File: config.mk
export PLATFORM = sky130hd
export DESIGN_NAME = bcp_prescaler_top
export DESIGN_NICKNAME = d
export VERILOG_FILES = /design/src/rtl/bcp_pkg.sv /design/src/rtl/bcp_div_stage.sv /design/src/rtl/bcp_cfg_regs.sv /design/src/rtl/bcp_prescaler_top.sv
export SDC_FILE = /design/constraint.sdc
export NUM_CORES = 1
export LEC_CHECK = 0
export ABC_AREA = 0
export BUFFER_PORTS_ARGS = -buffer_cell sky130_fd_sc_hd__buf_2
export CORE_AREA = 4 4 84 86
export DETAILED_ROUTE_END_ITERATION = 12
export DIE_AREA = 0 0 88 90
export SETUP_SLACK_MARGIN = 0.15
export SYNTH_ARGS = -nofsm -noshare
export SYNTH_HDL_FRONTEND = slang
export SYNTH_SLANG_ARGS = --single-unit
File: constraint.sdc
create_clock -name clk -period 4.2 [get_ports clk]
set_input_delay 0.42 -clock clk [delete_from_list [all_inputs] [get_ports clk]]
set_output_delay 0.42 -clock clk [all_outputs]
set_load 0.02 [all_outputs]
File: src/rtl/bcp_pkg.sv
package bcp_pkg;

   // Field widths are fixed by the code tables below.
   localparam int HS_FW     = 4;
   localparam int PB_FW     = 3;
   // Shift amounts are log2 of the divide ratio.
   localparam int SH_W      = 4;
   localparam int HS_MAX_SH = 9;
   localparam int PB_MAX_SH = 4;

   typedef logic [SH_W-1:0] shift_t;

   // High-speed code: top bit clear means no division. With the top bit set,
   // the lower half steps 1..4 and the upper half jumps past 5, giving 6..9.
   function automatic shift_t hs_code_to_shift(input logic [HS_FW-1:0] code);
      shift_t low;
      low = {1'b0, code[2:0]};
      if (!code[3])
         return '0;
      else if (!code[2])
         return low + shift_t'(1);
      else
         return low + shift_t'(2);
   endfunction

   // Peripheral code: top bit clear means no division, otherwise 1..4.
   function automatic shift_t pb_code_to_shift(input logic [PB_FW-1:0] code);
      if (!code[2])
         return '0;
      else
         return {2'b00, code[1:0]} + shift_t'(1);
   endfunction

endpackage

File: src/rtl/bcp_div_stage.sv
module bcp_div_stage
   import bcp_pkg::*;
#(
   parameter int CNT_W = 9
)(
   input  logic   clk,
   input  logic   rst_n,
   input  logic   tick_in,
   input  shift_t req_sh,
   output logic   en_out
);

   generate
      if (CNT_W < 1) begin : g_bad_width
         $error("bcp_div_stage: CNT_W must be at least 1");
      end
   endgenerate

   logic [CNT_W-1:0] cnt;
   logic [CNT_W-1:0] term;
   logic [CNT_W-1:0] ones;
   shift_t           act_sh;
   logic             term_hit;

   assign ones     = '1;
   assign term     = ~(ones << act_sh);
   assign term_hit = (cnt == term);
   assign en_out   = tick_in & term_hit;

   // The active ratio is reloaded only at the terminal count.
   always_ff @(posedge clk or negedge rst_n) begin
      if (!rst_n) begin
         cnt    <= '0;
         act_sh <= '0;
      end else if (tick_in) begin
         if (term_hit) begin
            cnt    <= '0;
            act_sh <= req_sh;
         end else begin
            cnt <= cnt + CNT_W'(1);
         end
      end
   end

   assert_hold_no_tick_R4: assert property (@(posedge clk) disable iff (!rst_n)
      !tick_in |=> $stable(cnt));

   assert_cnt_in_period_R7: assert property (@(posedge clk) disable iff (!rst_n)
      cnt <= term);

   assert_single_pulse_R6: assert property (@(posedge clk) disable iff (!rst_n)
      (en_out && act_sh != '0 && req_sh != '0) |=> !en_out);

endmodule

File: src/rtl/bcp_cfg_regs.sv
module bcp_cfg_regs
   import bcp_pkg::*;
#(
   parameter int NUM_PB  = 2,
   parameter int AW      = 2,
   parameter int RATIO_W = 14
)(
   input  logic                        clk,
   input  logic                        rst_n,
   input  logic                        we,
   input  logic [AW-1:0]               waddr,
   input  logic [HS_FW-1:0]            wdata,
   input  logic [AW-1:0]               raddr,
   output shift_t                      hs_sh,
   output shift_t [NUM_PB-1:0]         pb_sh,
   output logic [HS_FW-1:0]            rfield,
   output logic [RATIO_W-1:0]          rratio
);

   logic [HS_FW-1:0]             hs_code;
   logic [NUM_PB-1:0][PB_FW-1:0] pb_code;

   always_ff @(posedge clk or negedge rst_n) begin
      if (!rst_n)
         hs_code <= '0;
      else if (we && waddr == '0)
         hs_code <= wdata;
   end

   assign hs_sh = hs_code_to_shift(hs_code);

   generate
      for (genvar i = 0; i < NUM_PB; i++) begin : g_pb_field
         always_ff @(posedge clk or negedge rst_n) begin
            if (!rst_n)
               pb_code[i] <= '0;
            else if (we && waddr == AW'(i + 1))
               pb_code[i] <= wdata[PB_FW-1:0];
         end

         assign pb_sh[i] = pb_code_to_shift(pb_code[i]);

         assert_pb_write_R9: assert property (@(posedge clk) disable iff (!rst_n)
            (we && waddr == AW'(i + 1)) |=> pb_code[i] == $past(wdata[PB_FW-1:0]));

         assert_pb_keep_R5: assert property (@(posedge clk) disable iff (!rst_n)
            !(we && waddr == AW'(i + 1)) |=> $stable(pb_code[i]));
      end
   endgenerate

   // Readback reflects the stored codes, not the ratios currently counting.
   always_comb begin
      logic [SH_W:0] tot;
      rfield = '0;
      rratio = '0;
      tot    = '0;
      if (raddr == '0) begin
         rfield = hs_code;
         rratio = RATIO_W'(1) << hs_sh;
      end
      for (int i = 0; i < NUM_PB; i++) begin
         if (raddr == AW'(i + 1)) begin
            tot    = {1'b0, hs_sh} + {1'b0, pb_sh[i]};
            rfield = {{(HS_FW-PB_FW){1'b0}}, pb_code[i]};
            rratio = RATIO_W'(1) << tot;
         end
      end
   end

   assert_hs_write_R9: assert property (@(posedge clk) disable iff (!rst_n)
      (we && waddr == '0) |=> hs_code == $past(wdata));

   assert_hs_keep_R9: assert property (@(posedge clk) disable iff (!rst_n)
      !(we && waddr == '0) |=> $stable(hs_code));

endmodule

File: src/rtl/bcp_prescaler_top.sv
module bcp_prescaler_top
   import bcp_pkg::*;
#(
   parameter int NUM_PB   = 2,
   parameter int AW       = 2,
   parameter int HS_CNT_W = 9,
   parameter int PB_CNT_W = 4,
   parameter int RATIO_W  = 14
)(
   input  logic               clk,
   input  logic               rst_n,
   input  logic               cfg_we,
   input  logic [AW-1:0]      cfg_waddr,
   input  logic [HS_FW-1:0]   cfg_wdata,
   input  logic [AW-1:0]      cfg_raddr,
   output logic [HS_FW-1:0]   cfg_rfield,
   output logic [RATIO_W-1:0] cfg_rratio,
   output logic               hbus_en,
   output logic [NUM_PB-1:0]  pbus_en
);

   localparam int MIN_RATIO_W = HS_MAX_SH + PB_MAX_SH + 1;

   generate
      if (HS_CNT_W < HS_MAX_SH) begin : g_chk_hs
         $error("bcp_prescaler_top: HS_CNT_W too small for the largest code");
      end
      if (PB_CNT_W < PB_MAX_SH) begin : g_chk_pb
         $error("bcp_prescaler_top: PB_CNT_W too small for the largest code");
      end
      if ((1 << AW) < NUM_PB + 1) begin : g_chk_aw
         $error("bcp_prescaler_top: AW cannot address every field");
      end
      if (RATIO_W < MIN_RATIO_W) begin : g_chk_rw
         $error("bcp_prescaler_top: RATIO_W cannot hold the largest ratio");
      end
   endgenerate

   shift_t              hs_sh;
   shift_t [NUM_PB-1:0] pb_sh;

   bcp_cfg_regs #(
      .NUM_PB  (NUM_PB),
      .AW      (AW),
      .RATIO_W (RATIO_W)
   ) u_regs (
      .clk    (clk),
      .rst_n  (rst_n),
      .we     (cfg_we),
      .waddr  (cfg_waddr),
      .wdata  (cfg_wdata),
      .raddr  (cfg_raddr),
      .hs_sh  (hs_sh),
      .pb_sh  (pb_sh),
      .rfield (cfg_rfield),
      .rratio (cfg_rratio)
   );

   bcp_div_stage #(
      .CNT_W (HS_CNT_W)
   ) u_hs_div (
      .clk     (clk),
      .rst_n   (rst_n),
      .tick_in (1'b1),
      .req_sh  (hs_sh),
      .en_out  (hbus_en)
   );

   generate
      for (genvar i = 0; i < NUM_PB; i++) begin : g_pb_div
         bcp_div_stage #(
            .CNT_W (PB_CNT_W)
         ) u_pb_div (
            .clk     (clk),
            .rst_n   (rst_n),
            .tick_in (hbus_en),
            .req_sh  (pb_sh[i]),
            .en_out  (pbus_en[i])
         );

         assert_pb_inside_hs_R4: assert property (@(posedge clk) disable iff (!rst_n)
            pbus_en[i] |-> hbus_en);
      end
   endgenerate

endmodule

==> results of run 1 <==
==> final cells by class <==
cell class,instances,area [um2]
Sequential cell,37,926
Multi-Input combinational cell,237,1730
Fill cell,610,3210
Clock inverter,3,17.5
Timing Repair Buffer,33,170
Inverter,15,56.3
Tap cell,77,96.3
Clock buffer,5,68.8
==> metal layers <==
metal / track usage [%] / share of wire (%) / up-vias
met5: 0 / 0 / -
met4: 4.09 / 0.82 / 0
met3: 4.02 / 5.5 / 6
met2: 26.6 / 47 / 57
met1: 23.0 / 46 / 1116
li1: - / - / 1164
==> path summary, 6_finish.rpt <==
check	start	endpoint	depth (start not counted)
max	u_regs.hs_code[1]	cfg_rratio[5]	12
min	rst_n	g_pb_div[0].u_pb_div.act_sh[1]	1
max reg2reg	u_hs_div.act_sh[2]	u_hs_div.act_sh[0]	6
min reg2reg	u_hs_div.cnt[0]	u_hs_div.cnt[0]	1
max in group asynchronous	rst_n	u_hs_div.cnt[7]	1
min in group clk	cfg_wdata[3]	u_regs.hs_code[3]	2
==> timing repair <==
item | in CTS | in global routing
hold endpoints to repair | 0 | 0
gates resized for setup | 0 | 3
endpoints found under the setup margin | 0 | 12
==> power groups by stage <==
stage | clock network (W) | logic [W] | registers [W]
after global placement | 0 | 0.000940 | 0.000628
final | 0.000248 | 0.000944 | 0.000625
after detailed placement | 0 | 0.000941 | 0.000633
after CTS | 0.000257 | 0.000944 | 0.000625
after global routing | 0.000274 | 0.00107 | 0.000650
after floorplan | 0 | 0.000825 | 0.000562
==> flip-flops by register name, indices dropped and copies added (netlist names) <==
signal / count
g_pb_div.u_pb_div.act_sh: 6
g_pb_div.u_pb_div.cnt: 8
u_hs_div.act_sh: 4
u_hs_div.cnt: 9
u_regs.hs_code: 4
u_regs.pb_code: 6
==> cells in the mapped netlist (5+ instances only) <==
| master | n | area, um2 |
|---|---|---|
| nor2b_1 | 9 | 56.3 |
| o2111ai_1 | 5 | 43.8 |
| a21oi_1 | 12 | 60.1 |
| nand3_1 | 11 | 55.1 |
| and3_1 | 5 | 31.3 |
| o21ai_0 | 12 | 60.1 |
| nor2_1 | 20 | 75.1 |
| and2_1 | 7 | 43.8 |
| mux2_2 | 19 | 214 |
| nand2b_1 | 11 | 68.8 |
| mux2i_1 | 8 | 80.1 |
| xnor2_1 | 14 | 123 |
| nor4_1 | 5 | 31.3 |
| xor2_1 | 5 | 43.8 |
| nand2_1 | 19 | 71.3 |
| ha_1 | 12 | 150 |
| dfrtp_1 | 37 | 926 |
| inv_1 | 15 | 56.3 |
| clkbuf_1 | 5 | 18.8 |
| nand4_1 | 8 | 50.1 |
==> logic make-up after synthesis <==
kind of cell             Yosys count  share of synthesized area [%]
XOR/XNOR                          19                           5.95
buffers and inverters             28                           5.19
AO/OA/AOI/OAI                     67                           16.5
flip-flops                        37                           33.1
AND/OR/NAND/NOR                  110                           21.9
adder cells (fa/ha/maj)           14                           6.80
multiplexers                      27                           10.5
==> through the flow <==
step,instances,power [W]
6_report,407,0.00182
3_3_place_gp,399,0.00157
2_1_floorplan,302,0.00139
5_1_grt,407,0.00199
3_5_place_dp,399,0.00157
4_1_cts,407,0.00183
==> reports/results.ini, run 1 <==
[sta]
slew_headroom_pct=46.0
skew_ns=0.00562
period_minus_slack_ns=3.90
final.setup.worst_slack_ns=0.300
finalHoldViolCount=0
setup-tns-final_ns=0
drv_slew=0
setup_viol=0
worst_pin_slew_ns=0.809
hold_ws_ns=0.218
grt_setup_unrepaired=no
fin_crit_sh_pct=92.9
timing.fmax_mhz=256

[routing]
drt_iter0_markers=127
routed_via_density=5.76
vias=2343
wl_per_cell_um=15.3
drc_errors=0
antenna_left=0
finalWirelength_um=6210
drt_pre_antenna_iters=4

[worst_setup_path]
cp_max_fo=8
crit_path_end_kind=primary output
worstPathRequired_ns=3.78
ff2ff_setup_slack_ns=1.55
cp_top_family=compound AO/OA/AOI/OAI gates
crit_arrival_ns=3.48
path_buf_inv=3
worstPathCellList=ha_1 -> nor2b_1 -> o21ai_1 -> inv_1 -> ha_1 -> a21oi_1 -> a21oi_1 -> a2111oi_0 -> buf_4 -> nand3_1 -> o211ai_1 -> buf_2
crit_type=reg2out
slowest_delay_ns=0.49
start_kind=flop
slowest_stage=a2111oi_0

[final_layout]
layout-drive-gt1-share_pct=19.4
synthToLayoutAreaGrowth_pct=9.66
final_cell_mix=dfrtp_1 (37), buf_2 (31), nor2_1 (20)
final_util_pct=48.9
nets=354
mostFrequentLayoutCell=dfrtp_1
final_cell_area_um2=3070
antenna_cells=0

[floorplanning]
chipHeight_um=90
core_um2=6280
die_x_um=88
fp.dieArea_um2=7920
ios=32
start_util_pct=44.6
core.rowCount=29

[synth]
synth_edf_count=0
synth_ff_type=dfrtp_1
ys_ff_latch=37
syn-num-nets=327
syn_area_um2=2800
syn_inst=302
ys_async_sr_fraction_pct=100
ys_types=50
syn_area_per_cell_um2=9.26
yosys_warnings=0
ys_seq_area_share_pct=33.1

[cts]
cts_num_sinks=37
clockBufferDepth=2
postCtsSetupRepairBufs=0
cts_hold_buf=0
clock-root-buffer=clkbuf_8
cts_buffers=5
tritoncts=yes
insertion_delay_ns=0.29
clkSlewWorstSetupHoldPaths_ns=0.08
htreeDepth=2

[hold_path]
hold_class=in2async

[global_routing]
grt_pass1_wl_um=10800
grt-ovfl-total=0
grt_start_max_net_pins=38
grt_usage_pct=16.8
antenna_found_initial=0
grt_pass1_vias=2292

[flow_run]
drv_cap=0

[place]
dp_hpwl_um=4910
port_buffers=31
globalplace.congestion=0.871
dpl_worst_slack_ns=0.529
post_dp_cell_area_um2=2980

[power_and_ir_drop]
netSwitchingFraction_pct=45.6
cell_internal_pwr_w=0.000988
clockPowerShare_pct=13.7
p_leak_nw=1.37
switchingPower_w=0.000829
combPwrFrac_pct=51.9
ir_drop_v=0.000266
power.density_nw_per_um2=592
p_seq_share_pct=34.4

[run_status]
status=finished clean

(Power assumes the default switching activity.)
==> inputs of run 2 (changes only) <==
==> constraint.sdc (replaced) <==
create_clock -name clk -period 4.9 [get_ports clk]
set_input_delay 0.49 -clock clk [delete_from_list [all_inputs] [get_ports clk]]
set_output_delay 0.49 -clock clk [all_outputs]
set_load 0.02 [all_outputs]
==> reports/results.ini, run 2 (synthesis results as in run 1) <==
[worst_setup_path]
crit_type=reg2out
crit_arrival_ns=3.57
r2r-end=u_hs_div.act_sh[2]
cp_max_fo=8
r2r_start=u_hs_div.act_sh[2]
crit_end=cfg_rratio[1]
worstRegToRegCells=5
cp-startpoint=u_regs.hs_code[1]
ff2ff_setup_slack_ns=2.12
start_kind=flop
crit_path_end_kind=primary output
worstPathRequired_ns=4.41

[routing]
wl_per_cell_um=15.9
drt_pre_antenna_iters=4
finalWirelength_um=6450
antenna_left=0
drc_errors=0
vias=2405
routed_via_density=5.92
drt_iter0_markers=134

[global_routing]
use_met2_pct=26.5
grt_pass1_wl_um=10900
grt_use_met3_pct=2.93
grt-ovfl-total=0
grt_start_max_net_pins=38
grt_pass1_vias=2302
grt_usage_pct=17.1
antenna_found_initial=0
use_met1_pct=23.8
grt_busiest_layer=met2

[final_layout]
final_cell_mix=dfrtp_1 (37), buf_2 (31), nor2_1 (20)
synthToLayoutAreaGrowth_pct=9.17
register_area_um2=926
nets=353
fillerInstances=597
regMostFlops=u_hs_div.cnt
final_util_pct=48.7
reg_top3=u_hs_div.cnt: 9 flops, g_pb_div.u_pb_div.cnt: 8 flops
multiInputGateArea_um2=1730
stdcell_count=406
largest_reg_flops=9
antenna_cells=0
mostFrequentLayoutCell=dfrtp_1
layout-drive-gt1-share_pct=18.8

[cts]
cts_hold_buf=0
cts_num_sinks=37
clockBufferDepth=2
tritoncts=yes
insertion_delay_ns=0.30
htreeDepth=2
clock-root-buffer=clkbuf_8
postCtsSetupRepairBufs=0
clkSlewWorstSetupHoldPaths_ns=0.08
cts_buffers=5
cts-resized-gates=0

[power_and_ir_drop]
p_seq_share_pct=34.1
total_power_w=0.00157
power.density_nw_per_um2=515
netSwitchingFraction_pct=46.3
ir_drop_v=0.000289
cell_internal_pwr_w=0.000845
p_leak_nw=1.36
clockPowerShare_pct=13.6
switchingPower_w=0.000728
combPwrFrac_pct=52.2

[sta]
timing.fmax_mhz=247
fin_crit_sh_pct=82.8
grt_setup_unrepaired=no
setup-tns-final_ns=0
skew_ns=0.00692
worst_pin_slew_ns=0.825
drv_slew=0
slew_headroom_pct=45.0
hold_ws_ns=0.282
period_minus_slack_ns=4.06
setup_viol=0
finalHoldViolCount=0

[floorplanning]
die_x_um=88
fp.dieArea_um2=7920
core_um2=6280
ios=32
start_util_pct=44.6
core.rowCount=29
chipHeight_um=90

[place]
dp_cells=398
globalplace.congestion=0.834
port_buffers=31
dp_hpwl_um=4880

[hold_path]
hold_class=in2async

[flow_run]
drv_cap=0

[run_status]
status=finished clean

==> run 2: final cells by class <==
cell class              instances  share of cell area (%)
multi-input cells             237                    56.5
clock buffers                   5                    2.25
well taps                      77                    3.15
clock inverters                 3                   0.574
flip-flops and latches         37                    30.3
inverters                      15                    1.84
repair buffers                 32                    5.33
==> run 2: how the worst min path moves through the flow <==
stage / to
floorplan: g_pb_div[0].u_pb_div.act_sh[0]
global placement: u_hs_div.cnt[0]
detailed placement: u_hs_div.cnt[0]
CTS: g_pb_div[0].u_pb_div.cnt[2]
global route: g_pb_div[0].u_pb_div.cnt[2]
finish: g_pb_div[0].u_pb_div.cnt[2]
==> run 2: routing by layer <==
metal / share of wire (%) / vias to the layer above
met5: 0 / -
met2: 47 / 51
met4: 1.4 / 0
met3: 4.2 / 8
li1: - / 1163
met1: 47 / 1183
==> run 2: through the flow <==
step                setup slack (ns)  instance area [um2]
global placement                1.28                 2970
detailed placement              1.19                 2970
global route                   0.497                 3050
CTS                            0.828                 3050
floorplan                       1.37                 2800
finish                         0.844                 3050
==> run 2: worst max-delay path, stage by stage (launching register included) <==
cell     delay (ns)
dfrtp_1        0.46
ha_1           0.29
nor2b_1        0.12
o21ai_0        0.41
inv_1          0.27
ha_1           0.37
a21oi_1        0.22
a21oi_1        0.10
nor4_1         0.53
a32oi_1        0.19
o21ai_0        0.11
buf_2          0.19
==> run 2: power by group through the flow <==
stage / Combinational, W / Clock, W / Sequential, W
after CTS: 0.000817 / 0.000223 / 0.000534
after global routing: 0.000917 / 0.000232 / 0.000558
after floorplan: 0.000707 / 0 / 0.000482
after detailed placement: 0.000813 / 0 / 0.000540
final: 0.000822 / 0.000214 / 0.000537
after global placement: 0.000807 / 0 / 0.000537
==> inputs of run 3 (changes only) <==
==> constraint.sdc (replaced) <==
create_clock -name clk -period 3.91 [get_ports clk]
set_input_delay 0.391 -clock clk [delete_from_list [all_inputs] [get_ports clk]]
set_output_delay 0.391 -clock clk [all_outputs]
set_load 0.02 [all_outputs]
==> reports/results.ini, run 3 (synthesis results as in run 1) <==
[floorplanning]
fp.dieArea_um2=7920
die_x_um=88
core_um2=6280
ios=32
start_util_pct=44.6
core.rowCount=29
chipHeight_um=90

[sta]
worst_pin_slew_ns=0.858
finalHoldViolCount=0
setup-tns-final_ns=0
slew_headroom_pct=42.8
setup_viol=0
grt_setup_unrepaired=no
timing.fmax_mhz=284
skew_ns=0.0124
fin_crit_sh_pct=90.2
drv_slew=0
period_minus_slack_ns=3.53

[final_layout]
largest_reg_flops=9
reg_top3=u_hs_div.cnt: 9 flops, g_pb_div.u_pb_div.cnt: 8 flops
mostFrequentLayoutCell=dfrtp_1
final_cell_mix=dfrtp_1 (35), buf_2 (31), nor2_1 (20)
fillerInstances=606
register_area_um2=928
synthToLayoutAreaGrowth_pct=10.8
layout-drive-gt1-share_pct=21.7
regMostFlops=u_hs_div.cnt
final_util_pct=49.4
nets=357
multiInputGateArea_um2=1740
antenna_cells=0
stdcell_count=409

[global_routing]
grt_pass1_wl_um=11100
grt_usage_pct=17.1
grt_pass1_vias=2299
antenna_found_initial=0
grt-ovfl-total=0
grt_start_max_net_pins=38

[routing]
drt_iter0_markers=133
drc_errors=0
finalWirelength_um=6440
antenna_left=0
vias=2372
wl_per_cell_um=15.7
drt_pre_antenna_iters=4
routed_via_density=5.80

[worst_setup_path]
slowest_stage=fa_1
cp_top_family=adder cells
start_kind=flop
cp-startpoint=u_regs.hs_code[1]
slowest_delay_ns=0.50
cp_max_fo=8
crit_path_end_kind=primary output
crit_type=reg2out
path_buf_inv=3
crit_top_cell=buf_4
crit_arrival_ns=3.14
worstPathRequired_ns=3.52
worstPathCellList=ha_1 -> nor2b_1 -> o21ai_2 -> buf_4 -> fa_1 -> nor2_1 -> a21oi_1 -> a2111oi_1 -> buf_4 -> nand3_1 -> o211ai_1 -> buf_2
r2r_start=u_hs_div.act_sh[2]

[cts]
clockBufferDepth=2
cts_buffers=5
htreeDepth=2
clock-root-buffer=clkbuf_8
clkSlewWorstSetupHoldPaths_ns=0.08
insertion_delay_ns=0.30
tritoncts=yes
cts_num_sinks=37

[place]
port_buffers=31
dp_hpwl_um=4870
dp_cells=401
globalplace.congestion=0.835

[power_and_ir_drop]
p_leak_nw=1.37
ir_drop_v=0.000348
power.density_nw_per_um2=643

[run_status]
status=finished clean

[hold_path]
hold_class=in2async

[flow_run]
drv_cap=0

run 3: cell types whose count changed in the layout (fill, tap and decap cells not counted), sizes merged:
cell,delta
clkbuf,+1
clkinvlp,-1
buf,+4
clkinv,-1
run 3: area by class of cell:
class	instances	share of cell area (%)
Timing Repair Buffer	36	6.22
Clock inverter	1	0.283
Multi-Input combinational cell	237	56.3
Sequential cell	37	30.0
Clock buffer	6	2.34
Tap cell	77	3.11
Inverter	15	1.82
run 3: what timing repair did:
item	in CTS	in global routing
gates resized for setup	2	9
pin swaps	0	0
setup endpoints to repair	5	14
hold buffers	0	0
setup buffers	0	1
run 3: power by group:
| group | switching [W] | leakage (nW) | internal [W] |
|---|---|---|---|
| Sequential | 0.000170 | 0.471 | 0.000499 |
| Combinational | 0.000596 | 0.861 | 0.000463 |
| Clock | 0.000141 | 0.0412 | 0.000124 |
run 3: per-layer routing:
layer / up-vias / wire length, um / GRT usage, %
li1: 1172 / - / -
met1: 1145 / 3070 / 24.1
met2: 49 / 3090 / 26.6
met3: 6 / 232 / 3.56
met4: 0 / 53 / 4.48
met5: - / 0 / 0
run 3: metrics by stage:
stage	hold WS, ns	area [um2]	setup slack, ns	power, W
6_report	0.206	3100	0.384	0.00199
5_1_grt	0.284	3100	0.194	0.00217
4_1_cts	0.225	3080	0.195	0.00199
3_5_place_dp	0.517	2990	0.424	0.00172
3_3_place_gp	0.521	2990	0.446	0.00171
2_1_floorplan	0.0954	2800	0.481	0.00149
run 3: final timing paths:
check                      slack (ns)                           to  depth (start not counted)
setup / recovery                 0.38                cfg_rratio[7]                         12
hold / removal                   0.21  g_pb_div[0].u_pb_div.cnt[2]                          1
setup reg to reg                 1.09           u_hs_div.act_sh[2]                          6
hold reg to reg                  0.52              u_hs_div.cnt[0]                          1
max in group asynchronous        3.11            u_regs.hs_code[2]                          1
min in group clk                 0.34            u_regs.hs_code[3]                          2
run 3: worst register-to-register path, delay by kind of cell (launching register included):
kind                      cells  cell delay [ns]
AOI/OAI and AO/OA             1             0.28
xor gates and xnor gates      1             0.21
buffers and inverters         1             0.26
DFF                           1             0.50
muxes                         1             0.34
and+or+nand+nor               2             1.13
